**src/rtl/lpm_pkg.sv**
```systemverilog
package lpm_pkg;
  localparam int MODE_W = 3;
  localparam int RG_W   = 2;

  typedef enum logic [MODE_W-1:0] {
    M_RUN    = 3'd0,
    M_WAIT   = 3'd1,
    M_STOP4  = 3'd2,
    M_LPRUN  = 3'd3,
    M_LPWAIT = 3'd4,
    M_STOP3  = 3'd5,
    M_STOP2  = 3'd6
  } pmode_t;

  typedef enum logic [RG_W-1:0] {
    RG_FULL = 2'd0,
    RG_STBY = 2'd1,
    RG_PART = 2'd2
  } rgst_t;

  function automatic rgst_t mode_to_reg(input pmode_t m);
    case (m)
      M_LPRUN, M_LPWAIT, M_STOP3: return RG_STBY;
      M_STOP2:                    return RG_PART;
      default:                    return RG_FULL;
    endcase
  endfunction
endpackage

```
**src/rtl/lpm_wake_sync.sv**
```systemverilog
module lpm_wake_sync #(
  parameter int STAGES = 2
) (
  input  logic clk,
  input  logic rst_n,
  input  logic pin_n,
  output logic pin_n_sync
);
  logic [STAGES-1:0] chain;

  generate
    if (STAGES == 1) begin : g_one
      always_ff @(posedge clk or negedge rst_n) begin
        if (!rst_n) chain <= '1;
        else        chain <= pin_n;
      end
    end else begin : g_many
      always_ff @(posedge clk or negedge rst_n) begin
        if (!rst_n) chain <= '1;
        else        chain <= {chain[STAGES-2:0], pin_n};
      end
    end
  endgenerate

  assign pin_n_sync = chain[STAGES-1];
endmodule

```
**src/rtl/lpm_req_filter.sv**
```systemverilog
module lpm_req_filter
  import lpm_pkg::*;
(
  input  pmode_t                  cur,
  input  logic                    req_go,
  input  logic [MODE_W-1:0]       req_mode,
  input  logic                    dbg_en,
  output logic                    take,
  output pmode_t                  target
);
  logic legal;

  always_comb begin
    legal = 1'b0;
    unique case (cur)
      M_RUN:   legal = (req_mode == M_WAIT) || (req_mode == M_STOP4) ||
                       (req_mode == M_STOP2);
      M_LPRUN: legal = !dbg_en &&
                       ((req_mode == M_LPWAIT) || (req_mode == M_STOP3));
      default: legal = 1'b0;
    endcase
    take = req_go && legal;
  end

  always_comb begin
    target = M_RUN;
    case (req_mode)
      M_WAIT:   target = M_WAIT;
      M_STOP4:  target = M_STOP4;
      M_STOP2:  target = dbg_en ? M_STOP4 : M_STOP2;
      M_LPWAIT: target = M_LPWAIT;
      M_STOP3:  target = M_STOP3;
      default:  target = M_RUN;
    endcase
  end
endmodule

```
**src/rtl/lpm_mode_fsm.sv**
```systemverilog
module lpm_mode_fsm
  import lpm_pkg::*;
#(
  parameter int N_IRQ = 8
) (
  input  logic             clk,
  input  logic             rst_n,
  input  logic             take,
  input  pmode_t           target,
  input  logic             lpr_req,
  input  logic             dbg_en,
  input  logic [N_IRQ-1:0] irq_lines,
  input  logic             irq_en,
  input  logic             pin_n_sync,
  input  logic             ppd_clr,
  output pmode_t           mode,
  output logic             ppd_flag
);
  pmode_t mode_nx;
  logic   flag_set;
  logic   any_irq;
  logic   pin_wake;
  logic   soft_wake;

  assign any_irq   = |irq_lines;
  assign pin_wake  = !pin_n_sync;
  assign soft_wake = any_irq || (irq_en && pin_wake);

  always_comb begin
    mode_nx  = mode;
    flag_set = 1'b0;
    unique case (mode)
      M_RUN: begin
        if (take)                    mode_nx = target;
        else if (!dbg_en && lpr_req) mode_nx = M_LPRUN;
      end
      M_LPRUN: begin
        if (dbg_en)        mode_nx = M_RUN;
        else if (take)     mode_nx = target;
        else if (!lpr_req) mode_nx = M_RUN;
      end
      M_WAIT, M_STOP4: begin
        if (soft_wake) mode_nx = M_RUN;
      end
      M_LPWAIT, M_STOP3: begin
        if (soft_wake) mode_nx = M_LPRUN;
      end
      M_STOP2: begin
        if (pin_wake) begin
          mode_nx  = M_RUN;
          flag_set = 1'b1;
        end
      end
      default: mode_nx = M_RUN;
    endcase
  end

  always_ff @(posedge clk or negedge rst_n) begin
    if (!rst_n) begin
      mode     <= M_RUN;
      ppd_flag <= 1'b0;
    end else begin
      mode <= mode_nx;
      if (flag_set)     ppd_flag <= 1'b1;
      else if (ppd_clr) ppd_flag <= 1'b0;
    end
  end
endmodule

```
**src/rtl/lpm_reg_map.sv**
```systemverilog
module lpm_reg_map
  import lpm_pkg::*;
(
  input  pmode_t mode,
  input  logic   dbg_en,
  output rgst_t  rg,
  output logic   standby
);
  always_comb begin
    rg      = dbg_en ? RG_FULL : mode_to_reg(mode);
    standby = (rg == RG_STBY);
  end
endmodule

```
**src/rtl/lpm_sequencer.sv**
```systemverilog
module lpm_sequencer
  import lpm_pkg::*;
#(
  parameter int N_IRQ       = 8,
  parameter int SYNC_STAGES = 2
) (
  input  logic              clk,
  input  logic              rst_n,
  input  logic              req_go,
  input  logic [2:0]        req_mode,
  input  logic              lpr_req,
  input  logic              dbg_en,
  input  logic [N_IRQ-1:0]  irq_lines,
  input  logic              irq_en,
  input  logic              wake_pin_n,
  input  logic              ppd_clr,
  output logic [2:0]        cur_mode,
  output logic [1:0]        reg_ctl,
  output logic              reg_standby,
  output logic              ppd_flag
);
  pmode_t mode;
  pmode_t target;
  rgst_t  rg;
  logic   take;
  logic   pin_s;

  lpm_wake_sync #(.STAGES(SYNC_STAGES)) u_sync (
    .clk(clk), .rst_n(rst_n), .pin_n(wake_pin_n), .pin_n_sync(pin_s)
  );

  lpm_req_filter u_filt (
    .cur(mode), .req_go(req_go), .req_mode(req_mode), .dbg_en(dbg_en),
    .take(take), .target(target)
  );

  lpm_mode_fsm #(.N_IRQ(N_IRQ)) u_fsm (
    .clk(clk), .rst_n(rst_n), .take(take), .target(target),
    .lpr_req(lpr_req), .dbg_en(dbg_en), .irq_lines(irq_lines),
    .irq_en(irq_en), .pin_n_sync(pin_s), .ppd_clr(ppd_clr),
    .mode(mode), .ppd_flag(ppd_flag)
  );

  lpm_reg_map u_map (
    .mode(mode), .dbg_en(dbg_en), .rg(rg), .standby(reg_standby)
  );

  assign cur_mode = mode;
  assign reg_ctl  = rg;
endmodule

```
**config.mk**
```make
export PLATFORM = sky130hd
export DESIGN_NAME = lpm_sequencer
export DESIGN_NICKNAME = d
export VERILOG_FILES = /design/src/rtl/lpm_pkg.sv /design/src/rtl/lpm_wake_sync.sv /design/src/rtl/lpm_req_filter.sv /design/src/rtl/lpm_mode_fsm.sv /design/src/rtl/lpm_reg_map.sv /design/src/rtl/lpm_sequencer.sv
export SDC_FILE = /design/constraint.sdc
export NUM_CORES = 1
export LEC_CHECK = 0
export CAP_MARGIN = 40
export CORE_UTILIZATION = 37
export CTS_CLUSTER_SIZE = 25
export DETAILED_ROUTE_END_ITERATION = 8
export HOLD_SLACK_MARGIN = 0.12
export MAX_ROUTING_LAYER = met4
export PLACE_DENSITY_LB_ADDON = 0.15
export SLEW_MARGIN = 40
export SYNTH_ARGS = -nofsm -noshare
export SYNTH_HDL_FRONTEND = slang
export SYNTH_HIERARCHICAL = 1
export SYNTH_SLANG_ARGS = --single-unit
```
**constraint.sdc**
```tcl
create_clock -name clk -period 2.3 [get_ports clk]
set_input_delay 0.575 -clock clk [delete_from_list [all_inputs] [get_ports clk]]
set_output_delay 0.575 -clock clk [all_outputs]
set_load 0.02 [all_outputs]
```
Word level (Yosys, flattened, before mapping) --
Cells that the tools add are included.
Word-level totals: register bits after elaboration 6, bits of input ports 19, output and inout bits 7, word-level logic and storage cells 55
Operators by class: equality and inequality tests 17, muxes and demuxes 18, reductions and logical operators 17
Operator list (number):
- case mux 3 bit (5 select lines) | 2
- 2-to-1 mux 3 bit | 9
- == test 3 bit, second input constant | 6
- == test 3 x 2 -> 1 bit, second input constant | 3
- OR reduction 8 bit | 1
- == test 3 x 1 -> 1 bit, second input constant | 2
- AND reduction 5 bit | 1
- logical AND 1 bit | 4
- logical OR 1 bit | 4
- 2-to-1 mux 1 bit | 4
- != test 2 x 1 -> 1 bit, second input constant | 2
- != test 4 bit, second input constant | 1
- case mux 2 bit (2 select lines) | 1
- OR reduction 2 bit | 2
- logical NOT 3 bit | 1
- != test 3 x 2 -> 1 bit, second input constant | 1
- OR reduction 3 bit | 1
- == test 2 x 1 -> 1 bit, second input constant | 1
- logical NOT 1 bit | 2
- 2-to-1 mux 2 bit | 1
- != test 2 bit, second input constant | 1
- case mux 1 bit (2 select lines) | 1
- nonzero test 2 bit | 1

Longest topological paths before layout --
Gate-level depths: netlist (run 1).
depth in word-level cells 8, mapped depth 7, mapped depth without buffers 7

By module --
Netlist (run 1), hierarchy kept.
Modules (own cells, without submodules):
- lpm_mode_fsm | times used 1, cells an instance 39, area an instance 329.1 um^2, seq. area each 100.1 um^2
- lpm_req_filter | times used 1, cells an instance 11, area an instance 76.3 um^2, seq. area each 0.0 um^2
- lpm_wake_sync | times used 1, cells an instance 2, area an instance 52.6 um^2, seq. area each 52.6 um^2
- lpm_reg_map | times used 1, cells an instance 6, area an instance 32.5 um^2, seq. area each 0.0 um^2

Worst setup path after synthesis (run 1) --
OpenSTA, ideal clock, no wires.
kind in2reg, start point in req_mode[2], end point reg u_fsm.mode[0], setup time 0.125 ns, arrival 2.133 ns, required time 2.175 ns, slack 0.042 ns, stages 7, path buffers 0, cells stage by stage or4b_1 -> a21o_1 -> a21oi_2 -> nor2_1 -> a32oi_1 -> o21a_2 -> mux2_4
Between the ends: cells in the longest elaborated chain, start to end 8, elaborated cells between the ends (all ways) 19, those cells by class 7 x eq/ne; 6 x mux; 6 x reduce/logical
RTL lines:
- from (decl) | RTL line lpm_sequencer.sv:10 | input logic [2:0] req_mode,
- == test 3 bit, or another cell as far along | RTL line lpm_req_filter.sv:19 | ((req_mode == M_LPWAIT) || (req_mode == M_STOP3));
- logical OR 1 bit, on equally long branches | RTL line lpm_req_filter.sv:19, lpm_req_filter.sv:16
- logical AND 1 bit or logical OR 1 bit (tied branches) | RTL line lpm_req_filter.sv:18, lpm_req_filter.sv:16
- case mux 1 bit (2 select lines) * | RTL line lpm_req_filter.sv:15 | unique case (cur)
- logical AND 1 bit * | RTL line lpm_req_filter.sv:22 | take = req_go && legal;
- named net take | RTL line lpm_sequencer.sv:25 | logic take;
- 2-to-1 mux 3 bit | RTL line lpm_mode_fsm.sv:39 | else if (take) mode_nx = target;
- 2-to-1 mux 3 bit | RTL line lpm_mode_fsm.sv:38 | if (dbg_en) mode_nx = M_RUN;
- case mux 3 bit (5 select lines) | RTL line lpm_mode_fsm.sv:32 | unique case (mode)
- to (signal assigned) | RTL line lpm_mode_fsm.sv:63 | mode <= mode_nx;
- to (decl) | RTL line lpm_mode_fsm.sv:16 | output pmode_t mode,
The timed path passes the listed nets; every way through them passes the cells marked *. A chain may end at the register's enable or synchronous reset.

Worst setup path after layout (run 1) --
start point in dbg_en, end point reg u_fsm.mode[1]
Between the ends: cells in the longest elaborated chain, start to end 7, elaborated cells between the ends (all ways) 12, those cells by class 2 x eq/ne; 5 x mux; 5 x reduce/logical
RTL lines:
- from (decl) | RTL line lpm_sequencer.sv:12 | input logic dbg_en,
- logical NOT 1 bit * | RTL line lpm_req_filter.sv:18 | M_LPRUN: legal = !dbg_en &&
- logical AND 1 bit * | RTL line lpm_req_filter.sv:18
- case mux 1 bit (2 select lines) * | RTL line lpm_req_filter.sv:15
- logical AND 1 bit * | RTL line lpm_req_filter.sv:22
- named net take | RTL line lpm_sequencer.sv:25
- 2-to-1 mux 3 bit | RTL line lpm_mode_fsm.sv:39
- 2-to-1 mux 3 bit | RTL line lpm_mode_fsm.sv:38
- case mux 3 bit (5 select lines) | RTL line lpm_mode_fsm.sv:32
Marked as above.

==> results of run 1 <==
==> metrics by stage <==
stage,instance area [um2],setup TNS (ps),setup WS [ps],instances,power [W]
6_report,831,0,97.7,105,0.000665
4_1_cts,826,0,59.2,105,0.000663
5_1_grt,831,0,10.3,105,0.000717
2_1_floorplan,490,0,42.0,58,0.000403
3_3_place_gp,803,-1360,-395,102,0.000554
3_5_place_dp,803,-1440,-432,102,0.000568
==> routing by layer <==
metal | wire length, um | share of wire [%] | vias to the layer above
met2 | 705 | 52 | 34
met5 | 0 | 0 | -
met1 | 499 | 37 | 264
met4 | 27 | 2.0 | 0
li1 | - | - | 273
met3 | 129 | 9.5 | 4
==> logic make-up (layout without fill, tap and decap cells) <==
kind of cell / after synthesis / after routing
buf+inv: 6 / 39
mux: 4 / 4
xor+xnor: 1 / 1
compound gates: 14 / 14
flops: 6 / 6
simple gates: 27 / 27
==> worst min path at each step <==
| stage | end | slack [ps] | depth (start not counted) |
|---|---|---|---|
| CTS | u_sync/chain[1] | 360 | 0 |
| global placement | u_sync/chain[1] | 350 | 0 |
| global route | u_sync/chain[1] | 360 | 0 |
| finish | u_sync/chain[1] | 360 | 0 |
| detailed placement | u_sync/chain[1] | 350 | 0 |
| floorplan | u_fsm/mode[0] | 280 | 0 |
==> cells in the final DEF, fill, tap and decap left out, drive strengths merged, types with 2 or more instances in the layout <==
cell type	synthesis	layout
a21oi	6	6
nand3b	2	2
buf	0	7
clkdlybuf4s50	0	20
inv	4	4
o21ai	3	3
nand2	5	5
clkbuf	2	4
dlygate4sd2	0	4
nor2	7	7
dfrtp	4	4
nand2b	3	3
dfstp	2	2
mux2	2	2
mux2i	2	2
==> timing repair <==
action / CTS / global route
hold endpoints to repair: 0 / 0
cloned: 0 / 0
resized for setup: 6 / 3
pin swaps: 3 / 5
setup endpoints to repair: 5 / 2
==> where the power goes <==
part	total, W	switching (W)	internal, W
clock network	0.0000963	0.0000373	0.0000590
logic	0.000419	0.000202	0.000217
registers	0.000150	0.0000212	0.000129
total	0.000665	0.000260	0.000405
==> registers in the layout, indices dropped and copies added, names as in the netlist <==
name / count
u_fsm/ppd_flag: 1
u_fsm/mode: 3
u_sync/chain: 2
==> layout make-up <==
class                      count  area, um2  share of cell area [%]
tap                           14       17.5                    2.11
timing repair buffer          32        293                    35.2
inverter                       4       15.0                    1.81
sequential                     6        153                    18.4
multi-input combinational     46        330                    39.8
clock buffer                   3       22.5                    2.71
==> results.json, run 1 <==
{
  "run_status": "complete, no violations",
  "grt.met1_usage_pct": 21.4,
  "cts_setup_buffers": 0,
  "grt_max_degree": 14,
  "io_pins": 26,
  "synthDistinctLibCells": 29,
  "cts.sink_count": 6,
  "setup-violations-final": 0,
  "worstSetupEndpoint": "u_fsm/mode[1]",
  "criticalPathCategory": "in2reg",
  "cp-start-kind": "input pin",
  "antenna_violations_before_repair": 0,
  "globalRouteOverflowTotal": 0,
  "synth_top_family_by_area": "simple AND/OR/NAND/NOR gates",
  "cellLeakagePower_nw": 0.344,
  "worstPathMaxFanout": 6,
  "synth.cell_area_um2": 490,
  "netlist_instances": 58,
  "floorplan.die.width_um": 38.4,
  "vias": 575,
  "die_area_um2": 1480,
  "ys_async_sr_fraction_pct": 100,
  "hp-class": "reg2reg",
  "grt_met3_use_pct": 2.33,
  "r2r-start": "u_fsm/mode[1]",
  "max_freq_mhz": 454,
  "main_area_contributors_after_synthesis": "sky130_fd_sc_hd__dfrtp_1 (20%), sky130_fd_sc_hd__dfstp_2 (11%), sky130_fd_sc_hd__mux2_4 (6.1%)",
  "grt_setup_unrepaired": "no",
  "xor_and_xnor_area_share_after_synthesis_pct": 1.79,
  "tightest_slew_ps": 262,
  "die-height_um": 38.4,
  "setup.worst_path.start": "dbg_en",
  "simple_gate_share_of_the_synthesized_area_pct": 34.4,
  "globalRouteTotalUtil_pct": 20.5,
  "yosysMostFrequentCell": "sky130_fd_sc_hd__nor2_1",
  "synth_top_area_share_pct": 20.4,
  "fill_cells": 101,
  "residual_antenna_violating_net_count_after_detailed_routing": 0,
  "min_period_ps": 2200,
  "cp_num_buf_inv": 1,
  "wl_per_cell_um": 13.0,
  "holdCritStartpoint": "u_sync/chain[0]",
  "r2r-end": "u_fsm/mode[1]",
  "drive_gt1_share_pct": 24.2,
  "drv.max_cap_violation_count": 0,
  "place.detailed.hpwl_um": 1040,
  "clock_skew_ps": 0.777,
  "place.port_buffers": 25,
  "synthesis.area_per_instance_um2": 8.46,
  "synth_commonest_cells": "sky130_fd_sc_hd__nor2_1 (7), sky130_fd_sc_hd__a21oi_1 (5), sky130_fd_sc_hd__nand2_1 (5)",
  "crit_chain": "clkdlybuf4s50_1 > nand4b_1 > a21o_1 > a21oi_2 > nor2_1 > a32oi_1 > o21a_2 > mux2_4",
  "finalNetCount": 112,
  "synth_compound_gate_area_share_pct": 17.9,
  "delay_of_the_slowest_cell_on_the_worst_path_ps": 480,
  "irDropWorstVdd_mv": 0.602,
  "maxSlewHeadroom_pct": 82.5,
  "cp.depth": 8,
  "count_of_synthesis_stage_warnings_from_yosys": 6,
  "synth_top_cell_by_area": "sky130_fd_sc_hd__dfrtp_1",
  "yosys_most_used_dff": "sky130_fd_sc_hd__dfrtp_1",
  "timing_max_transition_violations_final": 0,
  "ff2ff_setup_slack_ps": 180,
  "grt_most_used_layer": "met2",
  "synth.ff_latch_count": 6,
  "grt_first_pass_wirelength_um": 2020,
  "gpl.final_weighted_congestion": 0.787,
  "worst_path_dominant_cell_family": "compound AO/OA/AOI/OAI gates",
  "timing.critical_path.to_type": "flip-flop",
  "initialDrtViolationCount": 15,
  "critical_path_arrival_ps": 2320,
  "first_global_vias": 498,
  "clockRootBuffer": "sky130_fd_sc_hd__clkbuf_4",
  "insertedDiodeCount": 0,
  "post_synth_mux_area_share_pct": 10.2,
  "row_count": 12,
  "powerDensity_nw_per_um2": 801,
  "synth_seq_area_share_pct": 31.1,
  "synth_nets": 77,
  "synth-edff-count": 0,
  "cts_htree_levels": 1,
  "worstSkewPairLatency_ps": 240,
  "timing.hold.ws_ps": 360,
  "cts_inserted_buffers": 3,
  "worst_r2r_path_depth": 7,
  "cts_max_path_buffers": 2,
  "detail_route.drc_violations": 0,
  "synthAdderAreaFrac_pct": 0,
  "final_core_utilization_pct": 70.9,
  "grtUsageMet2_pct": 37.7,
  "critical_path_required_ps": 2420,
  "detailedRoute.firstPassIterationCount": 5,
  "vias_per_cell": 5.48,
  "worst_setup_hold_path_clk_slew_ps": 50,
  "start_util_pct": 41.9,
  "area_growth_syn_to_layout_pct": 69.4,
  "hold_viol_final": 0,
  "core_region_area_um2": 1170,
  "totalWireLength_um": 1360,
  "critical_path.slowest_cell": "sky130_fd_sc_hd__clkdlybuf4s50_1",
  "number_of_hold_buffers_added_after_cts": 0,
  "tritoncts_clock_tree": "yes",
  "fin_crit_sh_pct": 95.8
}
(Power assumes the default switching activity.)
==> run 2: changes to the inputs <==
--- a/config.mk
+++ b/config.mk
@@ -12,7 +12,7 @@
 export HOLD_SLACK_MARGIN = 0.12
 export MAX_ROUTING_LAYER = met4
 export PLACE_DENSITY_LB_ADDON = 0.15
-export SLEW_MARGIN = 40
+export SLEW_MARGIN = 20
 export SYNTH_ARGS = -nofsm -noshare
 export SYNTH_HDL_FRONTEND = slang
 export SYNTH_HIERARCHICAL = 1
==> results of run 2 <==
No change in the layout: final DEF, timing and power equal those of run 1.
==> run 3: changes to the inputs <==
--- a/config.mk
+++ b/config.mk
@@ -9,9 +9,11 @@
 export CORE_UTILIZATION = 37
 export CTS_CLUSTER_SIZE = 25
 export DETAILED_ROUTE_END_ITERATION = 8
+export GPL_TIMING_DRIVEN = 0
 export HOLD_SLACK_MARGIN = 0.12
 export MAX_ROUTING_LAYER = met4
 export PLACE_DENSITY_LB_ADDON = 0.15
+export RECOVER_POWER = 50
 export SLEW_MARGIN = 20
 export SYNTH_ARGS = -nofsm -noshare
 export SYNTH_HDL_FRONTEND = slang
==> results.json, run 3 (synthesis gave the netlist of run 1 again) <==
{
  "cts_max_path_buffers": 2,
  "die-height_um": 38.4,
  "core_region_area_um2": 1170,
  "min_period_ps": 2250,
  "die_area_um2": 1480,
  "critical_path_arrival_ps": 2370,
  "most-common-layout-cells": "sky130_fd_sc_hd__clkdlybuf4s50_1 (19), sky130_fd_sc_hd__buf_4 (7), sky130_fd_sc_hd__nor2_1 (7)",
  "final_common_cell": "sky130_fd_sc_hd__clkdlybuf4s50_1",
  "cts.sink_count": 6,
  "detailedRoute.firstPassIterationCount": 5,
  "wl_per_cell_um": 12.8,
  "gpl.final_weighted_congestion": 0.752,
  "totalWireLength_um": 1380,
  "drive_gt1_share_pct": 26.6,
  "drv.max_cap_violation_count": 0,
  "dp_slack_ps": -515,
  "hp-class": "reg2reg",
  "setup-violations-final": 0,
  "postPlaceCellArea_um2": 758,
  "delay_of_the_slowest_cell_on_the_worst_path_ps": 530,
  "tightest_slew_ps": 391,
  "cp-start-kind": "flip-flop",
  "crit_chain": "or4b_1 > a21o_1 > a21oi_4 > nor2_1 > a32oi_1 > o21a_2 > mux2_4",
  "finalNetCount": 115,
  "worst_path_dominant_cell_family": "compound AO/OA/AOI/OAI gates",
  "powerDensity_nw_per_um2": 854,
  "clock_skew_ps": 0.370,
  "largest_reg_flops": 3,
  "cellLeakagePower_nw": 0.340,
  "globalRouteOverflowTotal": 0,
  "cts_inserted_buffers": 3,
  "multi_input_area_um2": 323,
  "area_growth_syn_to_layout_pct": 70.4,
  "timing.critical_path.to_type": "flip-flop",
  "irDropWorstVdd_mv": 0.574,
  "first_global_vias": 493,
  "maxSlewHeadroom_pct": 73.6,
  "place.port_buffers": 25,
  "grt_max_degree": 15,
  "largest_register": "u_fsm/mode",
  "detail_route.drc_violations": 0,
  "tritoncts_clock_tree": "yes",
  "start_util_pct": 41.9,
  "final_cell_area_um2": 836,
  "hold_viol_final": 0,
  "worst_setup_hold_path_clk_slew_ps": 40,
  "floorplan.die.width_um": 38.4,
  "worstPathMaxFanout": 7,
  "critical_path_required_ps": 2420,
  "grt_first_pass_wirelength_um": 1960,
  "io_pins": 26,
  "vias_per_cell": 5.38,
  "cp_num_buf_inv": 0,
  "worstSkewPairLatency_ps": 240,
  "row_count": 12,
  "number_of_hold_buffers_added_after_cts": 0,
  "globalRouteTotalUtil_pct": 19.8,
  "total_power_w": 0.000713,
  "criticalPathCategory": "reg2reg",
  "max_freq_mhz": 444,
  "run_status": "complete, no violations",
  "timing_max_transition_violations_final": 0,
  "antenna_violations_before_repair": 0,
  "critical_path.slowest_cell": "sky130_fd_sc_hd__or4b_1",
  "initialDrtViolationCount": 19,
  "vias": 581,
  "fill_cells": 99,
  "layout.area.seq_um2": 155,
  "insertedDiodeCount": 0,
  "tns_ps": 0,
  "biggestRegsByFlops": "u_fsm/mode: 3 flops, u_sync/chain: 2 flops, u_fsm/ppd_flag: 1 flops",
  "cts_htree_levels": 1,
  "clockRootBuffer": "sky130_fd_sc_hd__clkbuf_4",
  "residual_antenna_violating_net_count_after_detailed_routing": 0,
  "final_critical_path_setup_slack_ps": 49.7,
  "fin_crit_sh_pct": 97.8,
  "timing.hold.ws_ps": 362
}
## run 3: path summary, 6_finish.rpt
kind,from,endpoint,slack [ps],cells past startpoint
hold / removal,u_sync/chain[0],u_sync/chain[1],360,0
setup / recovery,u_fsm/mode[1],u_fsm/mode[1],50,7
max in group asynchronous,rst_n,u_sync/chain[0],1380,1
setup reg to reg,u_fsm/mode[1],u_fsm/mode[1],50,7
min in group asynchronous,rst_n,u_fsm/ppd_flag,650,1
hold reg to reg,u_sync/chain[0],u_sync/chain[1],360,0
## run 3: per-layer routing
| layer | vias up | wire [um] | track usage, % |
|---|---|---|---|
| met5 | - | 0 | - |
| li1 | 278 | - | - |
| met4 | 0 | 21 | 11.2 |
| met3 | 4 | 119 | 4.07 |
| met2 | 29 | 704 | 31.8 |
| met1 | 270 | 530 | 22.9 |
## run 3: report_power, final
part	switching, W	internal (W)	total, W	leakage [nW]
Sequential	0.0000363	0.000133	0.000169	0.0712
Clock	0.0000349	0.0000588	0.0000937	0.0138
Combinational	0.000199	0.000252	0.000451	0.255
## run 3: layout make-up
cell class | count | area share (%)
plain buffers | 2 | 0.898
repair buffers | 33 | 35.3
well taps | 14 | 2.10
multi-input cells | 46 | 38.6
clock buffers | 3 | 2.69
flip-flops and latches | 6 | 18.6
inverters | 4 | 1.80
## run 3: through the flow
step           utilization (%)  cells
2_1_floorplan                -     58
3_3_place_gp              64.7     97
3_5_place_dp              64.7     97
4_1_cts                   68.3    102
5_1_grt                   71.4    108
6_report                  71.4    108
## run 3: worst register-to-register path, stage by stage (launching register included)
cell and delay [ps]:
sky130_fd_sc_hd__dfrtp_2 440, sky130_fd_sc_hd__or4b_1 540, sky130_fd_sc_hd__a21o_1 220, sky130_fd_sc_hd__a21oi_4 190, sky130_fd_sc_hd__nor2_1 70, sky130_fd_sc_hd__a32oi_1 160
sky130_fd_sc_hd__o21a_2 210, sky130_fd_sc_hd__mux2_4 300
## run 3: timing repair
action / CTS / global route
pin swaps: 3 / 5
setup endpoints to repair: 6 / 4
buffers inserted: 2 / 6
resized for setup: 6 / 5
